<file path="config.mk">
export PLATFORM = sky130hd
export DESIGN_NAME = cmd_stage_seq
export DESIGN_NICKNAME = d
export VERILOG_FILES = /design/src/rtl/cmd_seq_pkg.sv /design/src/rtl/cmd_seq_delay.sv /design/src/rtl/cmd_seq_irq_flags.sv /design/src/rtl/cmd_seq_stage_exec.sv /design/src/rtl/cmd_stage_seq.sv
export SDC_FILE = /design/constraint.sdc
export NUM_CORES = 1
export LEC_CHECK = 0
export BUFFER_PORTS_ARGS = -buffer_cell sky130_fd_sc_hd__buf_2
export CORE_MARGIN = 10
export CORE_UTILIZATION = 53
export DETAILED_ROUTE_END_ITERATION = 7
export PLACE_DENSITY = 0.91
export SETUP_SLACK_MARGIN = 0.1
export SYNTH_ARGS = -nofsm -noshare
export SYNTH_HDL_FRONTEND = slang
export SYNTH_SLANG_ARGS = --single-unit
</file>
<file path="constraint.sdc">
create_clock -name clk -period 2.8 [get_ports clk]
set_input_delay 0.28 -clock clk [delete_from_list [all_inputs] [get_ports clk]]
set_output_delay 0.28 -clock clk [all_outputs]
set_load 0.01 [all_outputs]
</file>
<file path="src/rtl/cmd_seq_pkg.sv">
package cmd_seq_pkg;

    typedef enum logic [1:0] {
        SQ_IDLE = 2'd0,
        SQ_RUN  = 2'd1,
        SQ_IRQ  = 2'd2
    } sq_state_e;

    typedef enum logic [1:0] {
        NX_END  = 2'd0,
        NX_WAIT = 2'd1,
        NX_GO   = 2'd2
    } nx_kind_e;

    localparam logic [7:0] OP_STATUS = 8'h01;
    localparam logic [7:0] OP_READ   = 8'h06;
    localparam logic [7:0] OP_PAUSE  = 8'h09;
    localparam logic [7:0] OP_SEEK   = 8'h15;
    localparam logic [7:0] OP_IDENT  = 8'h1A;

    localparam logic [2:0] IRQ_DONE  = 3'd2;
    localparam logic [2:0] IRQ_ACK   = 3'd3;
    localparam logic [2:0] IRQ_FAULT = 3'd5;

    localparam int BIT_ERR   = 0;
    localparam int BIT_MOTOR = 1;
    localparam int BIT_READ  = 5;
    localparam int BIT_SEEK  = 6;

    localparam int RESP_BYTES = 8;
    localparam int RESP_W     = 8 * RESP_BYTES;
    localparam int RESP_CW    = $clog2(RESP_BYTES + 1);

    typedef struct packed {
        logic [RESP_CW-1:0] cnt;
        logic [RESP_W-1:0]  data;
        logic [2:0]         code;
        nx_kind_e           nxt;
        logic               seek_dly;
        logic [7:0]         stat;
        logic               rd_start;
        logic               rd_stop;
    } stage_act_t;

    function automatic logic [RESP_W-1:0] pack_one(input logic [7:0] b);
        return {{(RESP_W-8){1'b0}}, b};
    endfunction

endpackage

</file>
<file path="src/rtl/cmd_seq_delay.sv">
module cmd_seq_delay #(
    parameter int W = 8
) (
    input  logic         clk,
    input  logic         rst,
    input  logic         en_i,
    input  logic         tick_i,
    input  logic         load_i,
    input  logic [W-1:0] load_val_i,
    input  logic         clr_i,
    output logic         expire_o
);
    logic [W-1:0] rem_q;

    assign expire_o = en_i && tick_i && (rem_q <= W'(1));

    always_ff @(posedge clk) begin
        if (rst) begin
            rem_q <= '0;
        end else if (clr_i) begin
            rem_q <= '0;
        end else if (load_i) begin
            rem_q <= load_val_i;
        end else if (en_i && tick_i && rem_q != '0) begin
            rem_q <= rem_q - W'(1);
        end
    end

    // the count moves only on an enabled tick, a load or a clear
    p_hold_count_r4: assert property (@(posedge clk) disable iff (rst)
        (!load_i && !clr_i && !(en_i && tick_i)) |=> $stable(rem_q));

endmodule

</file>
<file path="src/rtl/cmd_seq_irq_flags.sv">
module cmd_seq_irq_flags (
    input  logic       clk,
    input  logic       rst,
    input  logic       post_i,
    input  logic [2:0] code_i,
    input  logic       ack_wr_i,
    input  logic [2:0] ack_mask_i,
    output logic [2:0] flag_o,
    output logic       ack_zero_o
);
    logic [2:0] flag_q;

    assign flag_o     = flag_q;
    assign ack_zero_o = ack_wr_i && ((flag_q & ~ack_mask_i) == 3'd0);

    always_ff @(posedge clk) begin
        if (rst) begin
            flag_q <= 3'd0;
        end else if (post_i) begin
            flag_q <= code_i;
        end else if (ack_wr_i) begin
            flag_q <= flag_q & ~ack_mask_i;
        end
    end

    // acknowledge clears exactly the masked bits
    p_ack_r8: assert property (@(posedge clk) disable iff (rst)
        (ack_wr_i && !post_i) |=> flag_q == ($past(flag_q) & ~$past(ack_mask_i)));

endmodule

</file>
<file path="src/rtl/cmd_seq_stage_exec.sv">
module cmd_seq_stage_exec
    import cmd_seq_pkg::*;
#(
    parameter int                STG_W    = 2,
    parameter logic [RESP_W-1:0] ID_BYTES = '0
) (
    input  logic [7:0]       op_i,
    input  logic [STG_W-1:0] stage_i,
    input  logic             disc_i,
    input  logic [7:0]       stat_i,
    output stage_act_t       act_o
);
    logic first;
    logic was_rd;

    assign first  = (stage_i == '0);
    assign was_rd = stat_i[BIT_READ];

    always_comb begin
        act_o          = '0;
        act_o.cnt      = RESP_CW'(1);
        act_o.data     = pack_one(stat_i);
        act_o.code     = IRQ_ACK;
        act_o.nxt      = NX_END;
        act_o.stat     = stat_i;
        unique case (op_i)
            OP_STATUS: begin
            end
            OP_READ: begin
                act_o.stat           = stat_i;
                act_o.stat[BIT_MOTOR] = 1'b1;
                act_o.stat[BIT_READ]  = 1'b1;
                act_o.stat[BIT_SEEK]  = 1'b0;
                act_o.rd_start       = 1'b1;
                act_o.rd_stop        = was_rd;
                act_o.data           = pack_one(act_o.stat);
            end
            OP_PAUSE: begin
                if (first) begin
                    act_o.stat[BIT_READ] = 1'b0;
                    act_o.rd_stop        = was_rd;
                    act_o.nxt            = NX_WAIT;
                end else begin
                    act_o.code = IRQ_DONE;
                end
            end
            OP_SEEK: begin
                if (first) begin
                    act_o.stat[BIT_READ]  = 1'b0;
                    act_o.stat[BIT_MOTOR] = 1'b1;
                    act_o.stat[BIT_SEEK]  = 1'b1;
                    act_o.rd_stop         = was_rd;
                    act_o.nxt             = NX_GO;
                    act_o.seek_dly        = 1'b1;
                end else begin
                    act_o.stat[BIT_SEEK] = 1'b0;
                    act_o.code           = IRQ_DONE;
                end
                act_o.data = pack_one(act_o.stat);
            end
            OP_IDENT: begin
                if (first && !disc_i) begin
                    act_o.cnt  = RESP_CW'(2);
                    act_o.data = {{(RESP_W-16){1'b0}}, 8'h80, 8'h11};
                    act_o.code = IRQ_FAULT;
                end else if (first) begin
                    act_o.nxt = NX_WAIT;
                end else begin
                    act_o.cnt  = RESP_CW'(RESP_BYTES);
                    act_o.data = ID_BYTES;
                    act_o.code = IRQ_DONE;
                end
            end
            default: begin
                act_o.data = pack_one(stat_i | 8'(1 << BIT_ERR));
                act_o.code = IRQ_FAULT;
            end
        endcase
    end

endmodule

</file>
<file path="src/rtl/cmd_stage_seq.sv">
module cmd_stage_seq
    import cmd_seq_pkg::*;
#(
    parameter int                DLY_W     = 8,
    parameter int                CMD_DLY   = 100,
    parameter int                STAGE_DLY = 100,
    parameter int                SEEK_DLY  = 100,
    parameter int                STG_W     = 2,
    parameter logic [RESP_W-1:0] ID_BYTES  = 64'h4B52_4443_0020_0002
) (
    input  logic              clk,
    input  logic              rst,
    input  logic              tick_i,
    input  logic              cmd_wr_i,
    input  logic [7:0]        cmd_i,
    input  logic              ack_wr_i,
    input  logic [2:0]        ack_mask_i,
    input  logic              disc_i,
    output logic              busy_o,
    output logic [2:0]        irq_flag_o,
    output logic              resp_clr_o,
    output logic              resp_push_o,
    output logic [RESP_CW-1:0] resp_cnt_o,
    output logic [RESP_W-1:0] resp_data_o,
    output logic              param_clr_o,
    output logic              read_start_o,
    output logic              read_stop_o,
    output logic [7:0]        drive_stat_o
);
    localparam logic [DLY_W-1:0] CMD_DLY_V   = DLY_W'(CMD_DLY);
    localparam logic [DLY_W-1:0] STAGE_DLY_V = DLY_W'(STAGE_DLY);
    localparam logic [DLY_W-1:0] SEEK_DLY_V  = DLY_W'(SEEK_DLY);

    sq_state_e        state_q;
    logic [7:0]       op_q;
    logic [STG_W-1:0] stage_q;
    logic [7:0]       stat_q;
    stage_act_t       act;
    logic             accept;
    logic             expire;
    logic             ack_zero;
    logic             dly_load;
    logic             dly_clr;
    logic [DLY_W-1:0] dly_val;

    assign accept  = (state_q == SQ_IDLE) && cmd_wr_i;
    assign dly_clr = expire && (act.nxt == NX_END);
    assign dly_load = accept || (expire && act.nxt != NX_END);
    assign dly_val = accept       ? CMD_DLY_V  :
                     act.seek_dly ? SEEK_DLY_V : STAGE_DLY_V;

    assign busy_o       = (state_q != SQ_IDLE);
    assign drive_stat_o = stat_q;

    cmd_seq_stage_exec #(.STG_W(STG_W), .ID_BYTES(ID_BYTES)) exec_i (
        .op_i   (op_q),
        .stage_i(stage_q),
        .disc_i (disc_i),
        .stat_i (stat_q),
        .act_o  (act)
    );

    cmd_seq_delay #(.W(DLY_W)) delay_i (
        .clk       (clk),
        .rst       (rst),
        .en_i      (state_q == SQ_RUN),
        .tick_i    (tick_i),
        .load_i    (dly_load),
        .load_val_i(dly_val),
        .clr_i     (dly_clr),
        .expire_o  (expire)
    );

    cmd_seq_irq_flags flags_i (
        .clk       (clk),
        .rst       (rst),
        .post_i    (expire),
        .code_i    (act.code),
        .ack_wr_i  (ack_wr_i),
        .ack_mask_i(ack_mask_i),
        .flag_o    (irq_flag_o),
        .ack_zero_o(ack_zero)
    );

    always_ff @(posedge clk) begin
        if (rst) begin
            state_q      <= SQ_IDLE;
            op_q         <= '0;
            stage_q      <= '0;
            stat_q       <= '0;
            resp_clr_o   <= 1'b0;
            resp_push_o  <= 1'b0;
            resp_cnt_o   <= '0;
            resp_data_o  <= '0;
            param_clr_o  <= 1'b0;
            read_start_o <= 1'b0;
            read_stop_o  <= 1'b0;
        end else begin
            resp_clr_o   <= 1'b0;
            resp_push_o  <= 1'b0;
            param_clr_o  <= 1'b0;
            read_start_o <= 1'b0;
            read_stop_o  <= 1'b0;
            unique case (state_q)
                SQ_IDLE: begin
                    if (cmd_wr_i) begin
                        op_q       <= cmd_i;
                        stage_q    <= '0;
                        resp_clr_o <= 1'b1;
                        state_q    <= SQ_RUN;
                    end
                end
                SQ_RUN: begin
                    if (expire) begin
                        resp_push_o  <= 1'b1;
                        resp_cnt_o   <= act.cnt;
                        resp_data_o  <= act.data;
                        stat_q       <= act.stat;
                        read_start_o <= act.rd_start;
                        read_stop_o  <= act.rd_stop;
                        unique case (act.nxt)
                            NX_END: begin
                                state_q     <= SQ_IDLE;
                                stage_q     <= '0;
                                param_clr_o <= 1'b1;
                            end
                            NX_WAIT: begin
                                stage_q <= stage_q + STG_W'(1);
                                state_q <= SQ_IRQ;
                            end
                            default: begin
                                stage_q <= stage_q + STG_W'(1);
                            end
                        endcase
                    end
                end
                SQ_IRQ: begin
                    if (ack_zero) state_q <= SQ_RUN;
                end
                default: state_q <= SQ_IDLE;
            endcase
        end
    end

    // an idle write is taken and clears the response queue
    p_accept_r2: assert property (@(posedge clk) disable iff (rst)
        (!busy_o && cmd_wr_i) |=> (busy_o && resp_clr_o));

    // a write while busy leaves no clear behind
    p_busy_ignore_r3: assert property (@(posedge clk) disable iff (rst)
        (busy_o && cmd_wr_i) |=> !resp_clr_o);

    // every push carries a valid interrupt code
    p_post_code_r5: assert property (@(posedge clk) disable iff (rst)
        resp_push_o |-> (irq_flag_o >= 3'd1 && irq_flag_o <= 3'd5));

    // end of command clears the parameter queue
    p_end_clear_r6: assert property (@(posedge clk) disable iff (rst)
        $fell(busy_o) |-> (param_clr_o && resp_push_o));

    // no stage runs while flags are pending acknowledgement
    p_irq_hold_r7: assert property (@(posedge clk) disable iff (rst)
        (state_q == SQ_IRQ && !ack_zero) |=> (state_q == SQ_IRQ && !resp_push_o));

    // a read start always leaves the reading bit set
    p_read_start_r13: assert property (@(posedge clk) disable iff (rst)
        read_start_o |-> drive_stat_o[BIT_READ]);

endmodule

</file>
## Word-level counts from Yosys, hierarchy flattened

Index checks and enable logic that the tools add are counted.

| storage, ports and cells | value |
|---|---|
| bits in registers | 99 |
| input bits | 17 |
| output and inout bits | 85 |

| cells by class | value |
|---|---|
| $add $sub $neg | 2 |
| order comparisons | 1 |
| equality and inequality tests | 12 |
| muxes and demuxes | 35 |
| bitwise gates (word level) | 5 |
| reductions and logical operators | 36 |

Operator list:

| cell | number |
|---|---|
| 64-bit one-hot mux with 4 select lines | 1 |
| 71-bit two-way mux | 2 |
| 8-bit by 5-bit equality test with 1-bit output, second input constant | 2 |
| 7-bit two-way mux | 2 |
| 2-bit nonzero test | 7 |
| 2-bit two-way mux | 6 |
| 2-bit one-hot mux with 3 select lines | 2 |
| 2-bit OR reduction | 6 |
| 1-bit two-way mux | 11 |
| 3-bit two-way mux | 3 |
| 3-bit one-hot mux with 3 select lines | 1 |
| 3-bit AND reduction | 3 |
| 8-bit by 1-bit equality test with 1-bit output, second input constant | 1 |
| 8-bit by 3-bit equality test with 1-bit output, second input constant | 1 |
| 8-bit by 4-bit equality test with 1-bit output, second input constant | 1 |
| 8-bit by 1-bit less-or-equal comparator with 1-bit output, second input constant | 1 |
| 1-bit logical AND | 8 |
| 1-bit one-hot mux with 2 select lines | 4 |
| 2-bit one-hot mux with 2 select lines | 2 |
| 8-bit nonzero test | 1 |
| 8-bit by 1-bit subtractor with 8-bit output, second input constant | 1 |
| 2-bit logical NOT | 3 |
| 2-bit != test, second input constant | 3 |
| 3-bit OR reduction | 2 |
| other kinds (13) | 17 |

## Depth between registers and ports, before layout

Gate-level depths: netlist (run 1).

| logic depth | value |
|---|---|
| depth in word-level cells | 8 |
| depth in mapped cells | 8 |
| depth with buffers taken out | 6 |

## Hierarchy

From an unflattened synthesis (run 1), not the netlist that was laid out.

| second synthesis, totals | value |
|---|---|
| cells, all modules | 639 |
| area total of the unflattened synthesis | 5052.3 um^2 |

By module, submodules not included:

| module | instances | cells an instance | area an instance (um^2) | sequential area each (um^2) |
|---|---|---|---|---|
| cmd_stage_seq | 1 | 413 | 3408.3 | 1861.8 |
| cmd_seq_stage_exec | 1 | 139 | 963.4 | 0.0 |
| cmd_seq_delay | 1 | 67 | 533.0 | 160.2 |
| cmd_seq_irq_flags | 1 | 20 | 147.6 | 60.1 |

## Worst setup path before layout (run 1)

No wires, ideal clock.

| timing path | value |
|---|---|
| kind | register to register |
| start | reg delay_i.rem_q[0] |
| end | reg flags_i.flag_q[1], in the netlist flags_i.flag_o[1] |
| setup time | 0.117 ns |
| data arrival time | 1.681 ns |
| path slack | 1.002 ns |
| stages on the path, launching flop included | 7 |
| path through | dfxtp_1 inv_1 ha_1 o21ba_2 nand4_2 or4_4 a32o_1 |

| between the ends | value |
|---|---|
| longest elaborated chain between the ends | 3 |

RTL lines:

| item | line | RTL |
|---|---|---|
| start: declaration | cmd_seq_delay.sv:13 | `logic [W-1:0] rem_q;` |
| start signal: assignment | cmd_seq_delay.sv:23 | `rem_q <= load_val_i;` |
| start signal: assignment | cmd_seq_delay.sv:25 | `rem_q <= rem_q - W'(1);` |
| 8-bit by 1-bit less-or-equal comparator with 1-bit output (*) | cmd_seq_delay.sv:15 | `assign expire_o = en_i && tick_i && (rem_q <= W'(1));` |
| 1-bit logical AND (*) | cmd_seq_delay.sv:15 |  |
| 3-bit two-way mux / 2-bit nonzero test (equally long branches) | n/a |  |
| end signal: assignment | cmd_seq_irq_flags.sv:20 | `flag_q <= code_i;` |
| end signal: assignment | cmd_seq_irq_flags.sv:22 | `flag_q <= flag_q & ~ack_mask_i;` |
| end: declaration | cmd_seq_irq_flags.sv:11 | `logic [2:0] flag_q;` |

Every way passes the cells marked *; elsewhere a longest branch is shown, timed or not.
A chain may end at the register's enable or synchronous reset.

## Worst setup path after layout (run 1)

| timing path | value |
|---|---|
| start | reg delay_i.rem_q[0] |
| end | reg delay_i.rem_q[1] |

| between the ends | value |
|---|---|
| longest elaborated chain between the ends | 5 |

RTL lines:

| item | line | RTL |
|---|---|---|
| 8-bit by 1-bit less-or-equal comparator with 1-bit output | cmd_seq_delay.sv:15 |  |
| 1-bit logical AND | cmd_seq_delay.sv:15 |  |
| 1-bit logical AND | cmd_stage_seq.sv:48 | `assign dly_load = accept \|\| (expire && act.nxt != NX_END);` |
| 1-bit logical OR | cmd_stage_seq.sv:48 |  |
| 3-bit OR reduction (no line) | n/a |  |

Several ways; a longest one is shown, not always the timed one.

==> results of run 1 <==
==> cells in the final DEF, fill, tap and decap left out, drive strengths merged, types with 4 or more instances in the layout <==
master and instances:
nand3b 8, ha 5, inv 14, nand3 4
nand4 4, buf 51, clkbuf 5, a21oi 25
nor2 20, nand2 31, dfxtp 40, o21ai 5
nor4 4, conb 51, nand2b 5
==> worst min-delay path by stage <==
stage / from / to / slack [ns] / cells after the start
6_report: cmd_i[6] / op_q[6] / 0.21 / 3
4_1_cts: cmd_i[0] / op_q[0] / 0.20 / 3
2_1_floorplan: cmd_i[1] / op_q[1] / 0.42 / 2
3_5_place_dp: resp_cnt_o[1] / resp_cnt_o[1] / 0.44 / 2
5_1_grt: cmd_i[2] / op_q[2] / 0.21 / 3
3_3_place_gp: resp_cnt_o[3] / resp_cnt_o[3] / 0.45 / 2
==> per-layer routing <==
metal  up-vias  global-route usage [%]  share of wire [%]  wire length [um]
li1       1003                       -                  -                 -
met5         -                       0                  0                 0
met1       972                    16.2                 44              2610
met2       108                    22.3                 44              2630
met4         0                    5.17                1.3                76
met3         6                    6.15                 10               623
==> layout make-up <==
cell class / instances / area, um2
clock inverter: 3 / 46.3
fill: 421 / 2060
tap: 67 / 83.8
inverter: 13 / 48.8
clock buffer: 5 / 68.8
sequential: 40 / 801
timing repair buffer: 51 / 258
multi-input combinational: 223 / 1350
==> cell families after synthesis <==
family | Yosys count | share of synthesized area, %
AO/OA/AOI/OAI | 57 | 15.5
flip-flops | 40 | 30.8
multiplexers | 3 | 1.20
other | 1 | 0.144
AND/OR/NAND/NOR | 103 | 24.3
adder cells (fa/ha/maj) | 5 | 2.41
buffers and inverters | 90 | 24.3
XOR/XNOR | 4 | 1.35
==> power groups by stage <==
stage | clock (mW) | combinational [mW] | sequential [mW]
6_report | 0.479 | 0.229 | 0.632
5_1_grt | 0.505 | 0.256 | 0.637
4_1_cts | 0.486 | 0.224 | 0.631
3_5_place_dp | 0 | 0.222 | 0.644
3_3_place_gp | 0 | 0.216 | 0.643
2_1_floorplan | 0 | 0.233 | 0.635
==> registers in the layout (all words and copies together), names as in the netlist <==
register	cells
delay_i.rem_q	8
read_stop_o	1
resp_cnt_o	3
read_start_o	1
resp_push_o	1
param_clr_o	1
stage_q	2
resp_data_o	6
resp_clr_o	1
flags_i.flag_o	3
drive_stat_o	3
state_q	2
op_q	8
==> critical path, delay by kind of cell (launching register included) <==
family / cells / cell delay (ns)
AOI/OAI and AO/OA: 2 / 0.51
buffers and inverters: 2 / 0.36
adders and majority gates: 1 / 0.27
DFF: 1 / 0.42
and+or+nand+nor: 2 / 0.39
==> run_results.csv, run 1 <==
group,metric,value,unit
placement,detailedPlace.worstSlack,0.789,ns
floorplanning,initial_core_utilization,55.0,%
grt,track_usage,14.0,%
critical_path,reg2reg_to,"delay_i.rem_q[1]",
critical_path,timing.critical_path.to_type,"flop",
sta,timing.final.max_slew_violations,0,
finish,final_nets,356,
finish,final_cell_count_no_fill,402,
finish,drive_above_1_share,22.7,%
power,power_density,504,nW/um2
power,power.internal,0.945,mW
finish,final_core_util,56.3,%
logic_synthesis,count_of_flip_flops_with_a_built_in_enable_after_synthesis,0,
outcome,outcome,"finished clean",
grt,via_count_of_the_first_global_routing_pass,2100,
power,netSwitchingFraction,29.5,%
sta,layout_min_cycle_time,2.03,ns
logic_synthesis,post-synth-top-area-fraction,30.8,%
power,p_comb_share,17.1,%
critical_path,startpoint_type,"flop",
logic_synthesis,synth_most_common_cell,"sky130_fd_sc_hd__buf_4",
critical_path,reg_to_reg_startpoint,"delay_i.rem_q[0]",
placement,place.gp.congestion,0.961,
route,routed_wire_length_per_instance,14.8,um
grt,grt-ovfl-total,0,
flow_run,maxCapViolations,0,
finish,area_growth_syn_to_layout,2.41,%
logic_synthesis,postSynthRegisterBits,40,
logic_synthesis,ys_seq_area_share,30.8,%
route,drt-vias-per-instance,5.20,
logic_synthesis,yosys-top-cells-count,"sky130_fd_sc_hd__buf_4 (65), sky130_fd_sc_hd__dfxtp_1 (40), sky130_fd_sc_hd__nand2_1 (31), sky130_fd_sc_hd__a21oi_1 (25), sky130_fd_sc_hd__nor2_1 (20)",
clock_tree,ctsHoldBuffers,0,
logic_synthesis,post_synth_instance_area,2600,um2
floorplanning,die_height,90.0,um
clock_tree,insertion_delay,0.30,ns
critical_path,criticalPathCategory,"flop to flop",
critical_path,cp_data_arrival_time,2.24,ns
sta,timing.slew.headroom,62.3,%
route,drt_first_pass_iters,4,
critical_path,cp_data_required_time,3.01,ns
power,power.ir.vdd_worst,0.000210,V
grt,grt_antenna_before_repair,0,
clock_tree,cts_setup_buffers,0,
critical_path,ff2ff_path_depth,7,
power,clock_power_share,35.8,%
logic_synthesis,synthesis.area_per_instance,8.57,um2
grt,largest_net_degree_at_the_start_of_global_routing,32,
placement,dp_cells,394,
placement,place.detailed.hpwl,4.61,mm
sta,fin_skew,0.00836,ns
route,initialDrtViolationCount,214,
sta,unrepaired_setup_endpoints_after_global_routing,"false",
logic_synthesis,synth_largest_area_cell,"sky130_fd_sc_hd__dfxtp_1",
critical_path,timing.critical_path.cells,"inv_1, ha_1, o21ba_2, nand4_2, buf_4, nand3_1, a211oi_1",
sta,postLayoutSetupSlackWorst,0.768,ns
placement,postPlaceCellArea,2540,um2
critical_path,critical_path.startpoint,"delay_i.rem_q[0]",
logic_synthesis,postSynthCellCount,303,
placement,io_buffers,50,
clock_tree,clock-sinks,40,
sta,tns,0,ns
power,totalPowerFinal,1.34,mW
logic_synthesis,yosysWarningCount,0,
critical_path,r2r_slack,0.77,ns
finish,n_antenna_cell,0,
critical_path,critical_path.slowest_cell,"sky130_fd_sc_hd__dfxtp_1",
critical_path,cp_max_fanout,20,
floorplanning,design.core.area,4720,um2
sta,slew_at_the_pin_closest_to_its_max_slew_limit,0.557,ns
clock_tree,cts.path.max_buffers,2,
logic_synthesis,synth_cell_types,66,
floorplanning,die_area,8100,um2
logic_synthesis,synth_async_sr_flop_share,0,%
power,total_switching_power,0.395,mW
clock_tree,cts_made_buffers,5,
floorplanning,top_level_ports,102,
power,power_leakage,1.17,nW
critical_path,worst_setup_path_endpoint,"delay_i.rem_q[1]",
power,p_seq_share,47.2,%
logic_synthesis,ys_flop_type,"sky130_fd_sc_hd__dfxtp_1",
clock_tree,clk_root_buffer_cell,"sky130_fd_sc_hd__clkbuf_8",
min_path,holdCritPathClass,"primary input to flop",
logic_synthesis,synthTopCellsByArea,"sky130_fd_sc_hd__dfxtp_1 (31%), sky130_fd_sc_hd__buf_4 (19%), sky130_fd_sc_hd__a21oi_1 (4.8%)",
route,routed-via-count,2089,
route,route.detailed.drc,0,
sta,max_clock_freq,492,MHz
critical_path,cpPeakStageDelay,0.42,ns
route,routed_wirelength,5.94,mm
sta,finalHoldViolations,0,
clock_tree,worst_setup_hold_path_clk_slew,0.08,ns
grt,grt_pass1_wl,9.78,mm
sta,report.final.setup_viol,0,
sta,finalHoldWorstSlack,0.210,ns
floorplanning,std_cell_rows,25,
clock_tree,tritoncts,"built",
sta,finalCritPeriodShare,72.6,%
floorplanning,fp.dieW,90.0,um
finish,final_std_cell_area_no_fill,2660,um2
clock_tree,h_tree_depth,2,
clock_tree,resized_cells_post_cts,0,
route,detail_route_antenna_nets,0,
Note: power is estimated with default switching activity, not from simulation.
==> run 2, diff against run 1 <==
--- a/config.mk
+++ b/config.mk
@@ -7,9 +7,9 @@
 export LEC_CHECK = 0
 export BUFFER_PORTS_ARGS = -buffer_cell sky130_fd_sc_hd__buf_2
 export CORE_MARGIN = 10
-export CORE_UTILIZATION = 53
+export CORE_UTILIZATION = 49
 export DETAILED_ROUTE_END_ITERATION = 7
-export PLACE_DENSITY = 0.91
+export PLACE_DENSITY = 0.85
 export SETUP_SLACK_MARGIN = 0.1
 export SYNTH_ARGS = -nofsm -noshare
 export SYNTH_HDL_FRONTEND = slang
==> constraint.sdc (replaced) <==
create_clock -name clk -period 2 [get_ports clk]
set_input_delay 0.2 -clock clk [delete_from_list [all_inputs] [get_ports clk]]
set_output_delay 0.2 -clock clk [all_outputs]
set_load 0.01 [all_outputs]
==> run 2 against run 1 <==
Maximum frequency grew 12%. Critical endpoint is now flags_i.flag_o[1]. First-iteration DRC count is 7.5% lower. Global-route usage is 0.93 points lower. Via count up 0.86%. Count of clock-buffer cells in the layout unchanged. Combinational power is 57% higher. Total power up 62%. Critical path type unchanged. Critical path depth down 3. Clock power is 92% higher.
==> run_results.csv, run 2 (synthesis results as in run 1) <==
group,metric,value,unit
finish,n_antenna_cell,0,
finish,drive_above_1_share,27.7,%
clock_tree,cts_made_buffers,5,
sta,fin_skew,0.00381,ns
critical_path,ff2ff_path_depth,4,
sta,timing.slew.headroom,63.2,%
grt,largest_net_degree_at_the_start_of_global_routing,32,
critical_path,timing.critical_path.to_type,"flop",
placement,place.detailed.hpwl,4.47,mm
sta,finalCritPeriodShare,90.9,%
placement,postPlaceCellArea,2600,um2
outcome,outcome,"finished clean",
sta,slew_at_the_pin_closest_to_its_max_slew_limit,0.552,ns
sta,max_clock_freq,550,MHz
route,routed-via-count,2107,
critical_path,reg_to_reg_startpoint,"op_q[1]",
floorplanning,top_level_ports,102,
min_path,holdCritPathClass,"primary input to flop",
floorplanning,initial_core_utilization,50.5,%
sta,unrepaired_setup_endpoints_after_global_routing,"false",
finish,largestRegisters,"delay_i.rem_q x8, op_q x8, resp_data_o x6",
route,initialDrtViolationCount,198,
floorplanning,fp.dieW,92.8,um
sta,tns,0,ns
route,routed_wirelength,6.02,mm
grt,track_usage,13.1,%
sta,layout_min_cycle_time,1.82,ns
finish,final_nets,367,
clock_tree,ctsHoldBuffers,0,
grt,via_count_of_the_first_global_routing_pass,2031,
grt,use_met3,7.18,%
power,power_density,759,nW/um2
route,route.detailed.drc,0,
floorplanning,die_height,92.8,um
critical_path,cpPeakStageDelay,0.55,ns
clock_tree,clk_root_buffer_cell,"sky130_fd_sc_hd__clkbuf_8",
clock_tree,h_tree_depth,2,
sta,timing.final.max_slew_violations,0,
critical_path,timing.critical_path.cells,"and4bb_2, o2111a_1, or4_4, a32o_1",
route,detail_route_antenna_nets,0,
route,drt_first_pass_iters,6,
power,power_leakage,1.26,nW
sta,finalHoldViolations,0,
floorplanning,die_area,8610,um2
sta,postLayoutSetupSlackWorst,0.182,ns
grt,grt-ovfl-total,0,
placement,place.gp.congestion,0.891,
finish,area_growth_syn_to_layout,9.73,%
grt,grt_antenna_before_repair,0,
grt,grt_pass1_wl,9.43,mm
clock_tree,insertion_delay,0.30,ns
placement,io_buffers,50,
critical_path,startpoint_type,"flop",
critical_path,cp_data_arrival_time,2.01,ns
sta,report.final.setup_viol,0,
critical_path,critical_path.slowest_cell,"sky130_fd_sc_hd__or4_4",
grt,globalRoute.busiestLayer,"met2",
route,routed_wire_length_per_instance,14.5,um
grt,grt.met2_usage,19.5,%
clock_tree,worst_setup_hold_path_clk_slew,0.08,ns
critical_path,cp_data_required_time,2.20,ns
floorplanning,std_cell_rows,26,
critical_path,criticalPathCategory,"flop to flop",
critical_path,reg2reg_to,"flags_i.flag_o[1]",
finish,mostFrequentLayoutCell,"sky130_fd_sc_hd__conb_1",
flow_run,maxCapViolations,0,
finish,most_frequent_cells_in_the_layout,"sky130_fd_sc_hd__conb_1 (51), sky130_fd_sc_hd__buf_2 (50), sky130_fd_sc_hd__dfxtp_1 (37)",
clock_tree,tritoncts,"built",
min_path,timing.hold.worst.start,"cmd_i[0]",
clock_tree,clock-sinks,40,
placement,detailedPlace.worstSlack,0.0495,ns
critical_path,r2r_slack,0.18,ns
route,drt-vias-per-instance,5.06,
finish,final_std_cell_area_no_fill,2850,um2
floorplanning,design.core.area,5140,um2
clock_tree,cts.path.max_buffers,2,
power,power.ir.vdd_worst,0.000351,V
critical_path,cp_max_fanout,13,
min_path,destination_of_the_worst_hold_path,"op_q[0]",
min_path,hold-path-cell-count,3,
grt,grt_use_met1,15.3,%
run 2: layout make-up:
cell class	instances	area [um2]
Clock buffer	5	68.8
Fill cell	482	2290
Tap cell	70	87.6
Sequential cell	40	805
Inverter	13	48.8
Multi-Input combinational cell	223	1390
Clock inverter	3	90.1
Timing Repair Buffer	62	365
run 2: worst max-delay path by stage:
stage / startpoint / endpoint / depth (start not counted)
2_1_floorplan: delay_i.rem_q[0] / flags_i.flag_o[1] / 6
3_5_place_dp: delay_i.rem_q[1] / resp_data_o[15] / 7
5_1_grt: delay_i.rem_q[0] / delay_i.rem_q[4] / 6
3_3_place_gp: delay_i.rem_q[0] / resp_data_o[15] / 7
4_1_cts: delay_i.rem_q[0] / resp_data_o[15] / 7
6_report: op_q[1] / flags_i.flag_o[1] / 4
run 2: where the power goes:
group | switching (mW) | leakage (nW) | internal [mW]
registers | 0.0496 | 0.327 | 0.835
clock network | 0.296 | 0.0784 | 0.624
logic | 0.219 | 0.856 | 0.142
run 2: what timing repair did:
item | CTS | global route
buffers inserted | 0 | 3
setup endpoints to repair | 3 | 12
gates resized for setup | 2 | 11
pin swaps | 0 | 1
gates cloned | 0 | 1
run 2: critical path, delay by kind of cell, from the launching register on:
kind	cells	cell delay [ns]
AOI/OAI and AO/OA	2	0.37
and+or+nand+nor	2	0.90
DFF	1	0.43
run 2: metrics by stage:
stage | total power [mW] | hold WS, ns | utilization [%] | instances
floorplan | 1.22 | 0.336 | - | 353
global placement | 1.22 | 0.443 | 50.6 | 404
global route | 2.25 | 0.139 | 55.5 | 416
finish | 2.16 | 0.129 | 55.5 | 416
detailed placement | 1.22 | 0.446 | 50.6 | 404
CTS | 2.14 | 0.126 | 53.9 | 412
run 2: routing by layer:
| metal | up-vias | wire length (um) |
|---|---|---|
| li1 | 1025 | - |
| met1 | 961 | 2530 |
| met2 | 114 | 2560 |
| met3 | 7 | 834 |
| met4 | 0 | 85 |
| met5 | - | 0 |
==> run 3, diff against run 2 <==
--- a/config.mk
+++ b/config.mk
@@ -6,9 +6,10 @@
 export NUM_CORES = 1
 export LEC_CHECK = 0
 export BUFFER_PORTS_ARGS = -buffer_cell sky130_fd_sc_hd__buf_2
-export CORE_MARGIN = 10
+export CORE_MARGIN = 2
 export CORE_UTILIZATION = 49
 export DETAILED_ROUTE_END_ITERATION = 7
+export GPL_ROUTABILITY_DRIVEN = 0
 export PLACE_DENSITY = 0.85
 export SETUP_SLACK_MARGIN = 0.1
 export SYNTH_ARGS = -nofsm -noshare
==> constraint.sdc (replaced) <==
create_clock -name clk -period 1.95 [get_ports clk]
set_input_delay 0.195 -clock clk [delete_from_list [all_inputs] [get_ports clk]]
set_output_delay 0.195 -clock clk [all_outputs]
set_load 0.01 [all_outputs]
==> run 3 against run 2 <==
Sequential power grew 2%. Setup slack improved by 0.0061 ns. First-iteration DRC count shrank 34%. Design area is 3.1% lower. Worst hold slack improved by 0.0015 ns. Clock skew increased by 0.0020 ns. Clock power decreased by 27%. Cell count shrank 0.24%.
==> run_results.csv, run 3 (synthesis results as in run 1) <==
group,metric,value,unit
min_path,holdCritPathClass,"primary input to flop",
floorplanning,top_level_ports,102,
floorplanning,die_area,5900,um2
clock_tree,clk_root_buffer_cell,"sky130_fd_sc_hd__clkbuf_8",
critical_path,startpoint_type,"flop",
finish,n_antenna_cell,0,
route,uppermost_signal_routing_layer_after_detailed_routing,"met4",
clock_tree,clock-sinks,40,
finish,mostFrequentLayoutCell,"sky130_fd_sc_hd__conb_1",
sta,timing.final.max_slew_violations,0,
floorplanning,std_cell_rows,26,
grt,grt_antenna_before_repair,0,
placement,postPlaceCellArea,2620,um2
route,initialDrtViolationCount,130,
sta,report.final.setup_viol,0,
finish,final_nets,366,
route,wl_met3,440,um
route,route.detailed.drc,0,
route,routed_wire_length_per_instance,12.4,um
power,power.internal,1.37,mW
critical_path,r2r_slack,0.19,ns
grt,via_count_of_the_first_global_routing_pass,1821,
finish,final_std_cell_area_no_fill,2760,um2
critical_path,cp_max_fanout,5,
flow_run,maxCapViolations,0,
route,drt-vias-per-instance,4.98,
floorplanning,die_height,76.8,um
sta,finalHoldWorstSlack,0.130,ns
floorplanning,fp.dieW,76.8,um
clock_tree,ctsHoldBuffers,0,
power,p_comb_share,18.6,%
power,clock_power_share,34.7,%
route,routed_wirelength,5.14,mm
placement,io_buffers,50,
route,detailed_routing_wirelength_on_met1,2.32,mm
route,drt_first_pass_iters,4,
finish,drive_above_1_share,27.8,%
clock_tree,worst_setup_hold_path_clk_slew,0.08,ns
clock_tree,insertion_delay,0.29,ns
sta,layout_min_cycle_time,1.76,ns
grt,grt-ovfl-total,0,
route,met2_wirelength_from_detailed_routing,2.30,mm
sta,max_clock_freq,568,MHz
outcome,outcome,"finished clean",
sta,finalCritPeriodShare,90.3,%
finish,largestRegisters,"delay_i.rem_q x8, op_q x8, resp_data_o x6",
power,power.ir.vdd_worst,0.000268,V
route,detail_route_antenna_nets,0,
power,power_leakage,1.23,nW
grt,grt_pass1_wl,8.33,mm
power,power_density,699,nW/um2
critical_path,cp_data_required_time,2.14,ns
sta,unrepaired_setup_endpoints_after_global_routing,"false",
power,total_switching_power,0.556,mW
power,netSwitchingFraction,28.8,%
clock_tree,h_tree_depth,2,
clock_tree,cts_setup_buffers,0,
floorplanning,design.core.area,5110,um2
floorplanning,initial_core_utilization,50.9,%
sta,finalHoldViolations,0,
clock_tree,cts_made_buffers,5,
finish,most_frequent_cells_in_the_layout,"sky130_fd_sc_hd__conb_1 (51), sky130_fd_sc_hd__buf_2 (50), sky130_fd_sc_hd__dfxtp_1 (36)",
sta,tns,0,ns
grt,largest_net_degree_at_the_start_of_global_routing,18,
power,p_seq_share,46.8,%
route,routed-via-count,2068,
sta,fin_skew,0.00585,ns
clock_tree,tritoncts,"built",
placement,place.detailed.hpwl,3.90,mm
clock_tree,cts.path.max_buffers,2,
grt,track_usage,17.4,%
critical_path,cp_data_arrival_time,1.95,ns
critical_path,criticalPathCategory,"flop to flop",
critical_path,timing.critical_path.to_type,"flop",
clock_tree,resized_cells_post_cts,0,
finish,area_growth_syn_to_layout,6.36,%
-- run 3: final timing paths --
kind	cells after the start	start	to
setup / recovery	6	delay_i.rem_q[0]	flags_i.flag_o[1]
hold / removal	3	cmd_i[7]	op_q[7]
setup reg to reg	6	delay_i.rem_q[0]	flags_i.flag_o[1]
hold reg to reg	2	resp_cnt_o[3]	resp_cnt_o[3]
-- run 3: through the flow --
step	power, mW	std cells	setup slack (ns)	utilization (%)
final	1.93	415	0.188	54.1
after global routing	2.03	415	0.0989	54.1
after CTS	1.92	415	0.112	53.5
after detailed placement	1.26	407	0.121	51.4
after global placement	1.25	407	0.192	51.4
after floorplan	1.25	353	0.152	-
-- run 3: layout make-up --
| cell class | instances | area (um2) |
|---|---|---|
| clock buffers | 6 | 72.6 |
| clock inverters | 2 | 35.0 |
| fillers | 487 | 2340 |
| inverters | 13 | 48.8 |
| multi-input cells | 223 | 1380 |
| flip-flops and latches | 40 | 806 |
| well taps | 70 | 87.6 |
| repair buffers | 61 | 337 |
-- run 3: per-layer routing --
metal	GRT usage (%)	vias up
met5	0	-
li1	-	1021
met2	26.1	107
met4	7.45	0
met1	23.9	932
met3	4.12	8
-- run 3: power by group through the flow --
stage	Clock, mW	Sequential, mW	Combinational (mW)
2_1_floorplan	0	0.912	0.335
3_5_place_dp	0	0.919	0.344
3_3_place_gp	0	0.916	0.335
5_1_grt	0.732	0.912	0.392
6_report	0.669	0.903	0.358
4_1_cts	0.675	0.900	0.345
-- run 3: worst max-delay path: stages, from the launching register on --
cell	delay [ns]
sky130_fd_sc_hd__dfxtp_2	0.36
sky130_fd_sc_hd__inv_2	0.07
sky130_fd_sc_hd__ha_1	0.16
sky130_fd_sc_hd__o21ba_2	0.16
sky130_fd_sc_hd__nand4_2	0.12
sky130_fd_sc_hd__or4_4	0.57
sky130_fd_sc_hd__a32o_1	0.22
